===== src/rtl/iss_pkg.sv =====
package iss_pkg;

  typedef enum logic [2:0] {
    CL_FPOP   = 3'd0,
    CL_FLOAD  = 3'd1,
    CL_FSTORE = 3'd2,
    CL_IOP    = 3'd3,
    CL_BR     = 3'd4,
    CL_NOP    = 3'd5
  } icls_e;

  // Longest producer-to-consumer separation in the table; sets record depth.
  localparam int MAX_LAT = 3;
  localparam int LAT_W   = $clog2(MAX_LAT + 1);

  // Cycles of separation a consumer needs after a producer.
  function automatic logic [LAT_W-1:0] lat_of(icls_e prod, icls_e cons);
    logic [LAT_W-1:0] l;
    l = '0;
    case (prod)
      CL_FPOP: begin
        if (cons == CL_FPOP)        l = LAT_W'(3);
        else if (cons == CL_FSTORE) l = LAT_W'(2);
      end
      CL_FLOAD: begin
        if (cons == CL_FPOP) l = LAT_W'(1);
      end
      CL_IOP: begin
        if (cons == CL_BR) l = LAT_W'(1);
      end
      default: l = '0;
    endcase
    return l;
  endfunction

  function automatic logic writes_dst(icls_e c);
    return (c == CL_FPOP) || (c == CL_FLOAD) || (c == CL_IOP);
  endfunction

  function automatic logic reads_src(icls_e c);
    return (c == CL_FPOP) || (c == CL_FLOAD) || (c == CL_FSTORE) ||
           (c == CL_IOP)  || (c == CL_BR);
  endfunction

endpackage


===== src/rtl/iss_hist.sv =====
module iss_hist
  import iss_pkg::*;
#(
  parameter int REG_W = 6,
  parameter int DEPTH = 3
) (
  input  logic             clk,
  input  logic             rst_n,
  input  logic             adv,
  input  logic             push_vld,
  input  icls_e            push_cls,
  input  logic [REG_W-1:0] push_dst,
  output logic [DEPTH-1:0] h_vld,
  output icls_e            h_cls [DEPTH],
  output logic [REG_W-1:0] h_dst [DEPTH]
);

  logic [DEPTH-1:0] vld_n;
  icls_e            cls_n [DEPTH];
  logic [REG_W-1:0] dst_n [DEPTH];

  // Slot 0 is the producer of the previous active cycle; slot k is k+1 cycles old.
  for (genvar k = 0; k < DEPTH; k++) begin : g_slot
    if (k == 0) begin : g_head
      assign vld_n[k] = push_vld;
      assign cls_n[k] = push_cls;
      assign dst_n[k] = push_dst;
    end else begin : g_tail
      assign vld_n[k] = h_vld[k-1];
      assign cls_n[k] = h_cls[k-1];
      assign dst_n[k] = h_dst[k-1];
    end
  end

  always_ff @(posedge clk or negedge rst_n) begin
    if (!rst_n) begin
      h_vld <= '0;
      for (int k = 0; k < DEPTH; k++) begin
        h_cls[k] <= CL_NOP;
        h_dst[k] <= '0;
      end
    end else if (adv) begin
      h_vld <= vld_n;
      for (int k = 0; k < DEPTH; k++) begin
        h_cls[k] <= cls_n[k];
        h_dst[k] <= dst_n[k];
      end
    end
  end

endmodule


===== src/rtl/iss_hazard.sv =====
module iss_hazard
  import iss_pkg::*;
#(
  parameter int REG_W = 6,
  parameter int DEPTH = 3
) (
  input  icls_e            cur_cls,
  input  logic [REG_W-1:0] src1,
  input  logic [REG_W-1:0] src2,
  input  logic [DEPTH-1:0] h_vld,
  input  icls_e            h_cls [DEPTH],
  input  logic [REG_W-1:0] h_dst [DEPTH],
  output logic             hazard
);

  logic             uses;
  logic [DEPTH-1:0] hit;

  assign uses = reads_src(cur_cls);

  // Entry k is k+1 cycles old: k cycles lie between it and the consumer.
  for (genvar k = 0; k < DEPTH; k++) begin : g_cmp
    logic match;
    logic close;
    assign match  = uses && ((h_dst[k] == src1) || (h_dst[k] == src2));
    assign close  = int'(lat_of(h_cls[k], cur_cls)) > k;
    assign hit[k] = h_vld[k] && match && close;
  end

  assign hazard = |hit;

endmodule


===== src/rtl/iss_cnt.sv =====
module iss_cnt #(
  parameter int CNT_W = 16
) (
  input  logic             clk,
  input  logic             rst_n,
  input  logic             tick,
  input  logic             stall_inc,
  output logic [CNT_W-1:0] cyc,
  output logic [CNT_W-1:0] stl
);

  logic [CNT_W-1:0] cyc_n;
  logic [CNT_W-1:0] stl_n;

  always_comb begin
    cyc_n = cyc + CNT_W'(1);
    stl_n = stl + CNT_W'(1);
  end

  always_ff @(posedge clk or negedge rst_n) begin
    if (!rst_n) begin
      cyc <= '0;
      stl <= '0;
    end else begin
      if (tick)      cyc <= cyc_n;
      if (stall_inc) stl <= stl_n;
    end
  end

endmodule


===== src/rtl/iss_interlock.sv =====
module iss_interlock
  import iss_pkg::*;
#(
  parameter int REG_W = 6,
  parameter int CNT_W = 16
) (
  input  logic             clk,
  input  logic             rst_n,
  input  logic             active,
  input  logic             in_valid,
  input  logic [2:0]       in_class,
  input  logic [REG_W-1:0] in_dst,
  input  logic [REG_W-1:0] in_src1,
  input  logic [REG_W-1:0] in_src2,
  output logic             ready,
  output logic             in_slot,
  output logic [CNT_W-1:0] cycle_cnt,
  output logic [CNT_W-1:0] stall_cnt
);

  localparam int DEPTH = MAX_LAT;

  icls_e            cur_cls;
  logic             hazard;
  logic             issue;
  logic             push_vld;
  logic             stall_inc;
  logic             slot_q;
  logic             slot_n;
  logic [DEPTH-1:0] h_vld;
  icls_e            h_cls [DEPTH];
  logic [REG_W-1:0] h_dst [DEPTH];

  assign cur_cls = icls_e'(in_class);

  iss_hist #(.REG_W(REG_W), .DEPTH(DEPTH)) u_hist (
    .clk      (clk),
    .rst_n    (rst_n),
    .adv      (active),
    .push_vld (push_vld),
    .push_cls (cur_cls),
    .push_dst (in_dst),
    .h_vld    (h_vld),
    .h_cls    (h_cls),
    .h_dst    (h_dst)
  );

  iss_hazard #(.REG_W(REG_W), .DEPTH(DEPTH)) u_haz (
    .cur_cls (cur_cls),
    .src1    (in_src1),
    .src2    (in_src2),
    .h_vld   (h_vld),
    .h_cls   (h_cls),
    .h_dst   (h_dst),
    .hazard  (hazard)
  );

  iss_cnt #(.CNT_W(CNT_W)) u_cnt (
    .clk       (clk),
    .rst_n     (rst_n),
    .tick      (active),
    .stall_inc (stall_inc),
    .cyc       (cycle_cnt),
    .stl       (stall_cnt)
  );

  always_comb begin
    issue     = active && in_valid && !hazard;
    ready     = active && !(in_valid && hazard);
    push_vld  = issue && writes_dst(cur_cls);
    stall_inc = active && in_valid && (hazard || (cur_cls == CL_NOP));
    slot_n    = (cur_cls == CL_BR);
  end

  always_ff @(posedge clk or negedge rst_n) begin
    if (!rst_n)     slot_q <= 1'b0;
    else if (issue) slot_q <= slot_n;
  end

  assign in_slot = slot_q;

endmodule


===== config.mk =====
export PLATFORM = sky130hd
export DESIGN_NAME = iss_interlock
export DESIGN_NICKNAME = d
export VERILOG_FILES = /design/src/rtl/iss_pkg.sv /design/src/rtl/iss_hist.sv /design/src/rtl/iss_hazard.sv /design/src/rtl/iss_cnt.sv /design/src/rtl/iss_interlock.sv
export SDC_FILE = /design/constraint.sdc
export NUM_CORES = 1
export LEC_CHECK = 0
export CAP_MARGIN = 25
export CELL_PAD_IN_SITES_DETAIL_PLACEMENT = 1
export CELL_PAD_IN_SITES_GLOBAL_PLACEMENT = 2
export CORE_ASPECT_RATIO = 0.9
export CORE_MARGIN = 1
export CORE_UTILIZATION = 41
export DETAILED_ROUTE_END_ITERATION = 10
export DONT_BUFFER_PORTS = 1
export GPL_ROUTABILITY_DRIVEN = 0
export PLACE_DENSITY = 0.87
export SETUP_SLACK_MARGIN = 0.02
export SLEW_MARGIN = 40
export SYNTH_ARGS = -nofsm -noshare
export SYNTH_HDL_FRONTEND = slang
export SYNTH_SLANG_ARGS = --single-unit

===== constraint.sdc =====
create_clock -name clk -period 3.6 [get_ports clk]
set_clock_uncertainty 0.15 [all_clocks]
set_input_delay 0.9 -clock clk [delete_from_list [all_inputs] [get_ports clk]]
set_output_delay 0.9 -clock clk [all_outputs]
set_load 0.01 [all_outputs]

==> results.toml, run 1 <==
[sta]
tightest_slew_ns = 0.436
setup_tns_ns = 0
slew_viol_final = 0
timing.final.crit_share = 0.876
fin_crit_ns = 3.15
relSlewSlack = 0.709
rsz0062_at_grt = "false"
timing.fmax_mhz = 317
setup_viol_count_final = 0
hold_violations = 0

[route]
drc = 0
dr.pass1.iters = 4
wl_per_cell_um = 18.0
ant_nets = 0
wirelength_um = 6630
drt-initial-drc-count = 80
drt-vias-per-instance = 5.53
vias = 2036

[synth]
synth_top_area_frac = 0.458
yosysWarnings = 0
syn_inst = 264
syn_nets = 291
synth-seq-cells = 63
synth_area_leaders = "dfrtp_1 (46%), mux2_2 (12%), xnor2_1 (11%)"
syn_area_um2 = 3110
yosysSeqAreaShare = 0.509
syn_area_per_cell_um2 = 11.8
synth.distinct_cells = 29
yosysTopAreaCell = "dfrtp_1"

[final_layout]
nNetsFinal = 297
antenna_cells = 0
drive_gt1_frac = 0.207
syn_to_final_growth_pct = 8.80
final_area_um2 = 3390

[clock_network]
cts_tree = "built"
htree_levels = 3
cts_setup_buffers = 0
cts_buffers = 9
insertion_delay_ns = 0.34
cts_root_buffer = "clkbuf_8"
clkSinkCount = 63
path_clk_slew_ns = 0.07
cts_resized = 0
ctsHoldBuffers = 0
cts_buffer_depth = 2

[global_routing]
grt_use_total = 0.184
grt_use_met3 = 0.0806
top_usage_layer = "met2"
grt_max_degree = 64
grt_first_pass_wirelength_um = 11100
met2_usage = 0.279
grt_overflow = 0
antenna_found_initial = 0
met1_usage = 0.240
grt_pass1_vias = 2140

[critical_path]
worst_path_max_delay_cell = "nor4_1"
crit_buf_inv = 1
r2r_setup_slack_ns = 1.27
r2r-start = "u_hist.h_cls[4]"
critical_path.max_stage_delay_ns = 0.38
cp_common_cell = "nor4_1"
arrival_ns = 2.10
cp-startpoint = "in_class[2]"
end_kind = "primary output"
required_ns = 2.55
r2r_cells = 7
path_delay_family = "simple AND/OR/NAND/NOR gates"
cp-start-kind = "input pin"
crit_chain = "nor4_1 > nand3_1 > nor4_1 > nor4_2 > nand2_1 > a21boi_0 > buf_4"
critPathKind = "input pin to primary output"
r2r-end = "u_cnt.stl[1]"
cp_max_fo = 6

[power]
power.total_w = 0.00178
netSwitchingFraction = 0.307
combPwrFrac = 0.138
p_clk_frac = 0.302
p_leak_nw = 1.44
p_int_w = 0.00123
power.switching_w = 0.000545
power_density_nw_per_um2 = 525
power_frac_seq = 0.560
peakVddDrop_mv = 0.243

[floorplanning]
dieWidth_um = 93.9
core_um2 = 7180
rows = 29
dieArea_um2 = 7950
ioPinCount = 59
start_util = 0.433
fp.dieH_um = 84.7

[hold_path]
hold_path.class = "input pin to asynchronous set/reset pin"

[outcome]
run_status = "completed"

[place]
dp_hpwl_um = 4540
placed_area_um2 = 3220
portBuffers = 0

[run]
max_cap_viol_count = 0
[cell type report]
| type | count | area (um2) |
|---|---|---|
| tap | 93 | 116 |
| clock buffer | 12 | 145 |
| sequential | 63 | 1580 |
| clock inverter | 4 | 22.5 |
| timing repair buffer | 3 | 22.5 |
| multi-input combinational | 192 | 1490 |
| inverter | 1 | 3.75 |
| fill | 783 | 3800 |
[cells by family after synthesis]
| kind of cell | Yosys count | share of synthesized area |
|---|---|---|
| fa+ha+maj | 2 | 0.00804 |
| mux | 32 | 0.116 |
| buf+inv | 9 | 0.0117 |
| flops | 63 | 0.509 |
| compound gates | 21 | 0.0402 |
| xor+xnor | 66 | 0.186 |
| simple gates | 71 | 0.130 |
[synth_stat cells]
cell,instances
dfrtp_1,57
nand3_1,11
o32ai_1,1
nand4_1,16
and2_1,4
xnor2_1,40
dfstp_2,6
ha_1,2
a211oi_1,2
a21oi_1,14
inv_1,1
buf_2,2
nor3_1,1
nand3b_1,1
a21boi_0,1
a32oi_1,1
nor2b_1,3
nor4_2,1
nor4_1,6
nand2_1,15
and3_1,5
a31o_2,1
and4_1,5
nor2_1,3
buf_1,4
mux2_2,32
o22ai_1,1
clkbuf_1,2
xor2_1,26
[layer usage]
metal  share of wire  vias to the layer above
li1                -                      950
met1            0.47                     1033
met2            0.47                       47
met3           0.056                        6
met4          0.0091                        0
met5               0                        -
[how the worst max path moves through the flow]
stage / end / slack [ns] / cells past startpoint
6_report: ready / 0.45 / 7
5_1_grt: ready / 0.30 / 7
4_1_cts: ready / 0.42 / 7
3_5_place_dp: ready / 0.45 / 7
3_3_place_gp: ready / 0.47 / 7
2_1_floorplan: ready / 0.27 / 7
[sequential cells by signal, indices dropped and copies added (netlist names)]
register	cells
u_hist.h_vld	3
u_cnt.stl	16
u_hist.h_dst	18
in_slot	1
u_cnt.cyc	16
u_hist.h_cls	9
[power by group through the flow]
stage / clock [W] / combinational, W / sequential [W]
2_1_floorplan: 0 / 0.000234 / 0.000945
3_3_place_gp: 0 / 0.000240 / 0.00100
3_5_place_dp: 0 / 0.000246 / 0.00101
4_1_cts: 0.000561 / 0.000250 / 0.00100
5_1_grt: 0.000591 / 0.000276 / 0.00102
6_report: 0.000537 / 0.000245 / 0.000996
[cell usage in the layout, fill, tap and decap left out, types with 2 or more instances in the layout]
cell       n
mux2_2    32
xnor2_1   40
and4_1     5
xor2_1    26
a21oi_1   14
clkbuf_1   2
dfrtp_1   57
ha_1       2
nor2b_1    3
buf_4      3
dfstp_2    6
nand2_1   15
and2_1     4
nor4_1     6
clkbuf_8  10
and3_1     5
a211oi_1   2
nand3_1   11
clkinv_2   3
nand4_1   16
nor2_1     3
[worst register-to-register path: stages, from the launching register on]
cell and delay (ns):
dfrtp_1 0.41, nor4_1 0.23, nand3b_1 0.14, nor4_1 0.37, nor4_2 0.12, buf_4 0.21, a21oi_1 0.22, mux2_2 0.36
[per-stage QoR]
stage               instances   util  setup slack (ns)  hold WS, ns
global placement          352  0.448             0.466        0.340
CTS                       368  0.471             0.422       0.0801
detailed placement        352  0.448             0.447        0.345
global route              368  0.471             0.298       0.0680
finish                    368  0.471             0.446        0.103
floorplan                 264      -             0.272        0.329
Power figures use the tool's default switching activity.
==> run 2: changes to the inputs <==
--- a/config.mk
+++ b/config.mk
@@ -5,6 +5,7 @@
 export SDC_FILE = /design/constraint.sdc
 export NUM_CORES = 1
 export LEC_CHECK = 0
+export ABC_CLOCK_PERIOD_IN_PS = 3600
 export CAP_MARGIN = 25
 export CELL_PAD_IN_SITES_DETAIL_PLACEMENT = 1
 export CELL_PAD_IN_SITES_GLOBAL_PLACEMENT = 2
@@ -14,6 +15,7 @@
 export DETAILED_ROUTE_END_ITERATION = 10
 export DONT_BUFFER_PORTS = 1
 export GPL_ROUTABILITY_DRIVEN = 0
+export HOLD_SLACK_MARGIN = 0.12
 export PLACE_DENSITY = 0.87
 export SETUP_SLACK_MARGIN = 0.02
 export SLEW_MARGIN = 40
==> run 2 against run 1 <==
Fmax shrank 0.19%. Utilization up 0.38 points. Largest power group unchanged. Sequential cell count unchanged. Final area grew 0.81%. Worst hold slack improved by 0.16 ns. Sequential share of layout area is 0.38 points lower. Total power increased by 0.79%. Worst setup slack got worse by 0.0059 ns. Die area is the same. Final cell count grew 0.27%. Via count hardly changed.
==> results.toml, run 2 (same netlist as run 1, synthesis figures left out) <==
[final_layout]
fill_cells = 779
reg_top3 = "u_hist.h_dst: 18 flops, u_cnt.cyc: 16 flops, u_cnt.stl: 16 flops"
regMostFlops = "u_hist.h_dst"
syn_to_final_growth_pct = 9.69
largest_reg_flops = 18
final_cell_mix = "dfrtp_1 (57), xnor2_1 (40), mux2_2 (32), xor2_1 (26), nand4_1 (16)"
nNetsFinal = 298
layout_commonest_cell = "dfrtp_1"
drive_gt1_frac = 0.210
antenna_cells = 0

[floorplanning]
start_util = 0.433
ioPinCount = 59
core_um2 = 7180
dieWidth_um = 93.9
dieArea_um2 = 7950
rows = 29
fp.dieH_um = 84.7

[critical_path]
critical_path.max_stage_delay_ns = 0.38
path_delay_family = "simple AND/OR/NAND/NOR gates"
arrival_ns = 2.11
required_ns = 2.55
crit_chain = "nor4_1 > nand3_1 > nor4_1 > nor4_2 > nand2_1 > a21boi_0 > buf_4"
cp_max_fo = 6
r2r-end = "u_cnt.stl[1]"
worst_path_max_delay_cell = "nor4_1"
r2r-start = "u_hist.h_cls[4]"
cp_common_cell = "nor4_1"
r2r_setup_slack_ns = 1.27
cp-start-kind = "input pin"
end_kind = "primary output"
r2r_cells = 7
critPathKind = "input pin to primary output"
crit_buf_inv = 1

[sta]
fin_worst_hold_slack_ns = 0.258
slew_viol_final = 0
setup_viol_count_final = 0
timing.fmax_mhz = 316
timing.final.crit_share = 0.878
setup_tns_ns = 0
rsz0062_at_grt = "false"
fin_crit_ns = 3.16
hold_violations = 0
setup_slack_ns = 0.440
relSlewSlack = 0.705
tightest_slew_ns = 0.443

[power]
combPwrFrac = 0.145
power.total_w = 0.00179
p_clk_frac = 0.299
power_frac_seq = 0.556
power_density_nw_per_um2 = 525
peakVddDrop_mv = 0.243
netSwitchingFraction = 0.310
power.switching_w = 0.000556
p_leak_nw = 1.45
p_int_w = 0.00124

[global_routing]
grt_first_pass_wirelength_um = 11200
antenna_found_initial = 0
grt_pass1_vias = 2162
grt_max_degree = 58
grt_use_total = 0.185
grt_overflow = 0

[clock_network]
cts_buffer_depth = 2
insertion_delay_ns = 0.33
cts_tree = "built"
cts_buffers = 9
path_clk_slew_ns = 0.07
cts_root_buffer = "clkbuf_8"
cts_setup_buffers = 0
clkSinkCount = 63
htree_levels = 3

[place]
dp_hpwl_um = 4540
portBuffers = 0
dp_slack_ns = 0.447

[run]
max_cap_viol_count = 0

[outcome]
run_status = "completed"

[route]
dr.pass1.iters = 4
drt-vias-per-instance = 5.51
vias = 2034
drt-initial-drc-count = 66
wl_per_cell_um = 18.0
wirelength_um = 6650
drc = 0
ant_nets = 0

[hold_path]
hold_path.class = "input pin to asynchronous set/reset pin"
==> run 2: cell count changes in the layout (fill, tap and decap cells not counted), sizes merged <==
cell,previous run,this run
buf,3,4
==> run 2: repair_timing <==
action | CTS | global route
hold buffers | 1 | 0
hold endpoints to repair | 57 | 0
resized for setup | 0 | 0
==> run 2: per-layer routing <==
metal	global-route usage	wire, um	up-vias
met5	0	0	-
met1	0.236	3060	1027
li1	-	-	951
met3	0.0815	413	2
met2	0.288	3140	54
met4	0.0462	34	0
==> run 2: stage by stage <==
stage	util	cells	area, um2
floorplan	-	264	3110
global placement	0.448	352	3220
detailed placement	0.448	352	3220
CTS	0.475	369	3410
global route	0.475	369	3410
finish	0.475	369	3410
==> run 2: worst max path at each step <==
stage / from / end / slack (ns) / depth (start not counted)
5_1_grt: in_class[2] / ready / 0.30 / 7
3_3_place_gp: in_class[2] / ready / 0.47 / 7
4_1_cts: in_class[2] / ready / 0.42 / 7
3_5_place_dp: in_class[2] / ready / 0.45 / 7
2_1_floorplan: in_src2[5] / ready / 0.27 / 7
6_report: in_class[2] / ready / 0.44 / 7
==> run 2: layout make-up <==
class	count	area, um2	share of cell area
clock inverter	4	22.5	0.00660
timing repair buffer	4	50.0	0.0147
sequential	63	1580	0.464
multi-input combinational	192	1490	0.437
tap	93	116	0.0341
clock buffer	12	145	0.0425
inverter	1	3.75	0.00110
==> run 2: power groups by stage <==
stage	clock network, W	logic [W]	registers, W
floorplan	0	0.000234	0.000945
global placement	0	0.000240	0.00100
detailed placement	0	0.000246	0.00101
CTS	0.000561	0.000266	0.000999
global route	0.000591	0.000294	0.00102
finish	0.000536	0.000260	0.000996
==> run 3: changes to the inputs <==
--- a/config.mk
+++ b/config.mk
@@ -16,7 +16,7 @@
 export DONT_BUFFER_PORTS = 1
 export GPL_ROUTABILITY_DRIVEN = 0
 export HOLD_SLACK_MARGIN = 0.12
-export PLACE_DENSITY = 0.87
+export PLACE_DENSITY = 0.89
 export SETUP_SLACK_MARGIN = 0.02
 export SLEW_MARGIN = 40
 export SYNTH_ARGS = -nofsm -noshare
==> run 3 against run 2 <==
Non-clock buffer count unchanged. Sequential share of layout area fell by 0.20 points. Final cell count is the same.
==> results.toml, run 3 (same netlist as run 1, synthesis figures left out) <==
[outcome]
run_status = "completed"

[critical_path]
critical_path.max_stage_delay_ns = 0.44
r2r_cells = 7
worst_path_max_delay_cell = "nor4_1"
arrival_ns = 2.20
end_kind = "primary output"
required_ns = 2.55
crit_chain = "nor4_1 > nand3_1 > nor4_1 > nor4_2 > nand2_1 > a21boi_0 > buf_4"
critPathKind = "input pin to primary output"
crit_buf_inv = 1
cp_max_fo = 6
cp.depth = 7
cp-start-kind = "input pin"
cp_common_cell = "nor4_1"
path_delay_family = "simple AND/OR/NAND/NOR gates"

[route]
ant_nets = 0
vias = 2040
dr.pass1.iters = 4
wirelength_um = 6800
wl_per_cell_um = 18.4
drt-vias-per-instance = 5.53
drc = 0
drt-initial-drc-count = 89

[place]
dp_cells = 352
dp_hpwl_um = 4760
portBuffers = 0

[final_layout]
regMostFlops = "u_hist.h_dst"
drive_gt1_frac = 0.207
final_cell_mix = "dfrtp_1 (57), xnor2_1 (40), mux2_2 (32), xor2_1 (26), nand4_1 (16)"
largest_reg_flops = 18
nNetsFinal = 298
reg_top3 = "u_hist.h_dst: 18 flops, u_cnt.cyc: 16 flops, u_cnt.stl: 16 flops"
layout_commonest_cell = "dfrtp_1"
antenna_cells = 0
syn_to_final_growth_pct = 10.2
stdcell_count = 369
fill_cells = 784

[floorplanning]
start_util = 0.433
dieWidth_um = 93.9
dieArea_um2 = 7950
rows = 29
core_um2 = 7180
fp.dieH_um = 84.7
ioPinCount = 59

[sta]
relSlewSlack = 0.477
timing.fmax_mhz = 308
slew_viol_final = 0
hold_violations = 0
setup_tns_ns = 0
tightest_slew_ns = 0.785
timing.final.crit_share = 0.903
rsz0062_at_grt = "false"
fin_crit_ns = 3.25
setup_viol_count_final = 0

[global_routing]
grt_pass1_vias = 2233
grt_first_pass_wirelength_um = 11400
antenna_found_initial = 0
grt_overflow = 0
grt_use_total = 0.190
grt_max_degree = 58

[clock_network]
cts_buffer_depth = 2
cts_buffers = 9
cts_setup_buffers = 0
cts_tree = "built"
cts_root_buffer = "clkbuf_8"
htree_levels = 3
insertion_delay_ns = 0.33
clkSinkCount = 63
path_clk_slew_ns = 0.07

[power]
p_leak_nw = 1.46
peakVddDrop_mv = 0.282
power_density_nw_per_um2 = 538

[run]
max_cap_viol_count = 0

[hold_path]
hold_path.class = "input pin to asynchronous set/reset pin"
## run 3: cell types whose count changed in the layout (fill, tap and decap cells not counted), sizes merged
cell,delta
bufinv,+1
clkinv,-1
## run 3: final timing paths
check	start	endpoint	slack, ns
worst max-delay path	in_class[2]	ready	0.35
worst min-delay path	rst_n	u_hist.h_cls[0]	0.25
worst max register to register	u_hist.h_dst[16]	u_cnt.stl[15]	1.21
worst min register to register	u_hist.h_cls[1]	u_hist.h_cls[1]	0.37
max in group asynchronous	rst_n	u_hist.h_dst[5]	2.76
min in group clk	u_hist.h_cls[1]	u_hist.h_cls[1]	0.37
## run 3: power by group
part	switching, W	internal, W
Combinational	0.000106	0.000154
Sequential	0.000182	0.000816
Clock	0.000268	0.000318
## run 3: per-layer routing
layer / part of all wire / track usage
met3: 0.059 / 0.0770
met4: 0.0090 / 0.0503
met5: 0 / 0
met1: 0.46 / 0.241
met2: 0.47 / 0.299
## run 3: area by class of cell
type	instances	area [um2]	share of cell area
Tap cell	93	116	0.0339
Clock inverter	4	47.5	0.0139
Sequential cell	63	1580	0.462
Multi-Input combinational cell	192	1490	0.435
Clock buffer	12	135	0.0394
Inverter	1	3.75	0.00109
Timing Repair Buffer	4	50.0	0.0146
## run 3: through the flow
stage	util	hold WS, ns	power, W	area, um2	setup slack (ns)
finish	0.477	0.252	0.00184	3430	0.348
global route	0.477	0.214	0.00196	3430	0.233
CTS	0.477	0.231	0.00188	3430	0.352
detailed placement	0.448	0.352	0.00126	3220	0.363
global placement	0.448	0.336	0.00124	3220	0.479
floorplan	-	0.329	0.00118	3110	0.272
## run 3: what timing repair did
action,in CTS,in global routing
hold buffers,1,0
gates resized for setup,0,0
hold endpoints to repair,57,0
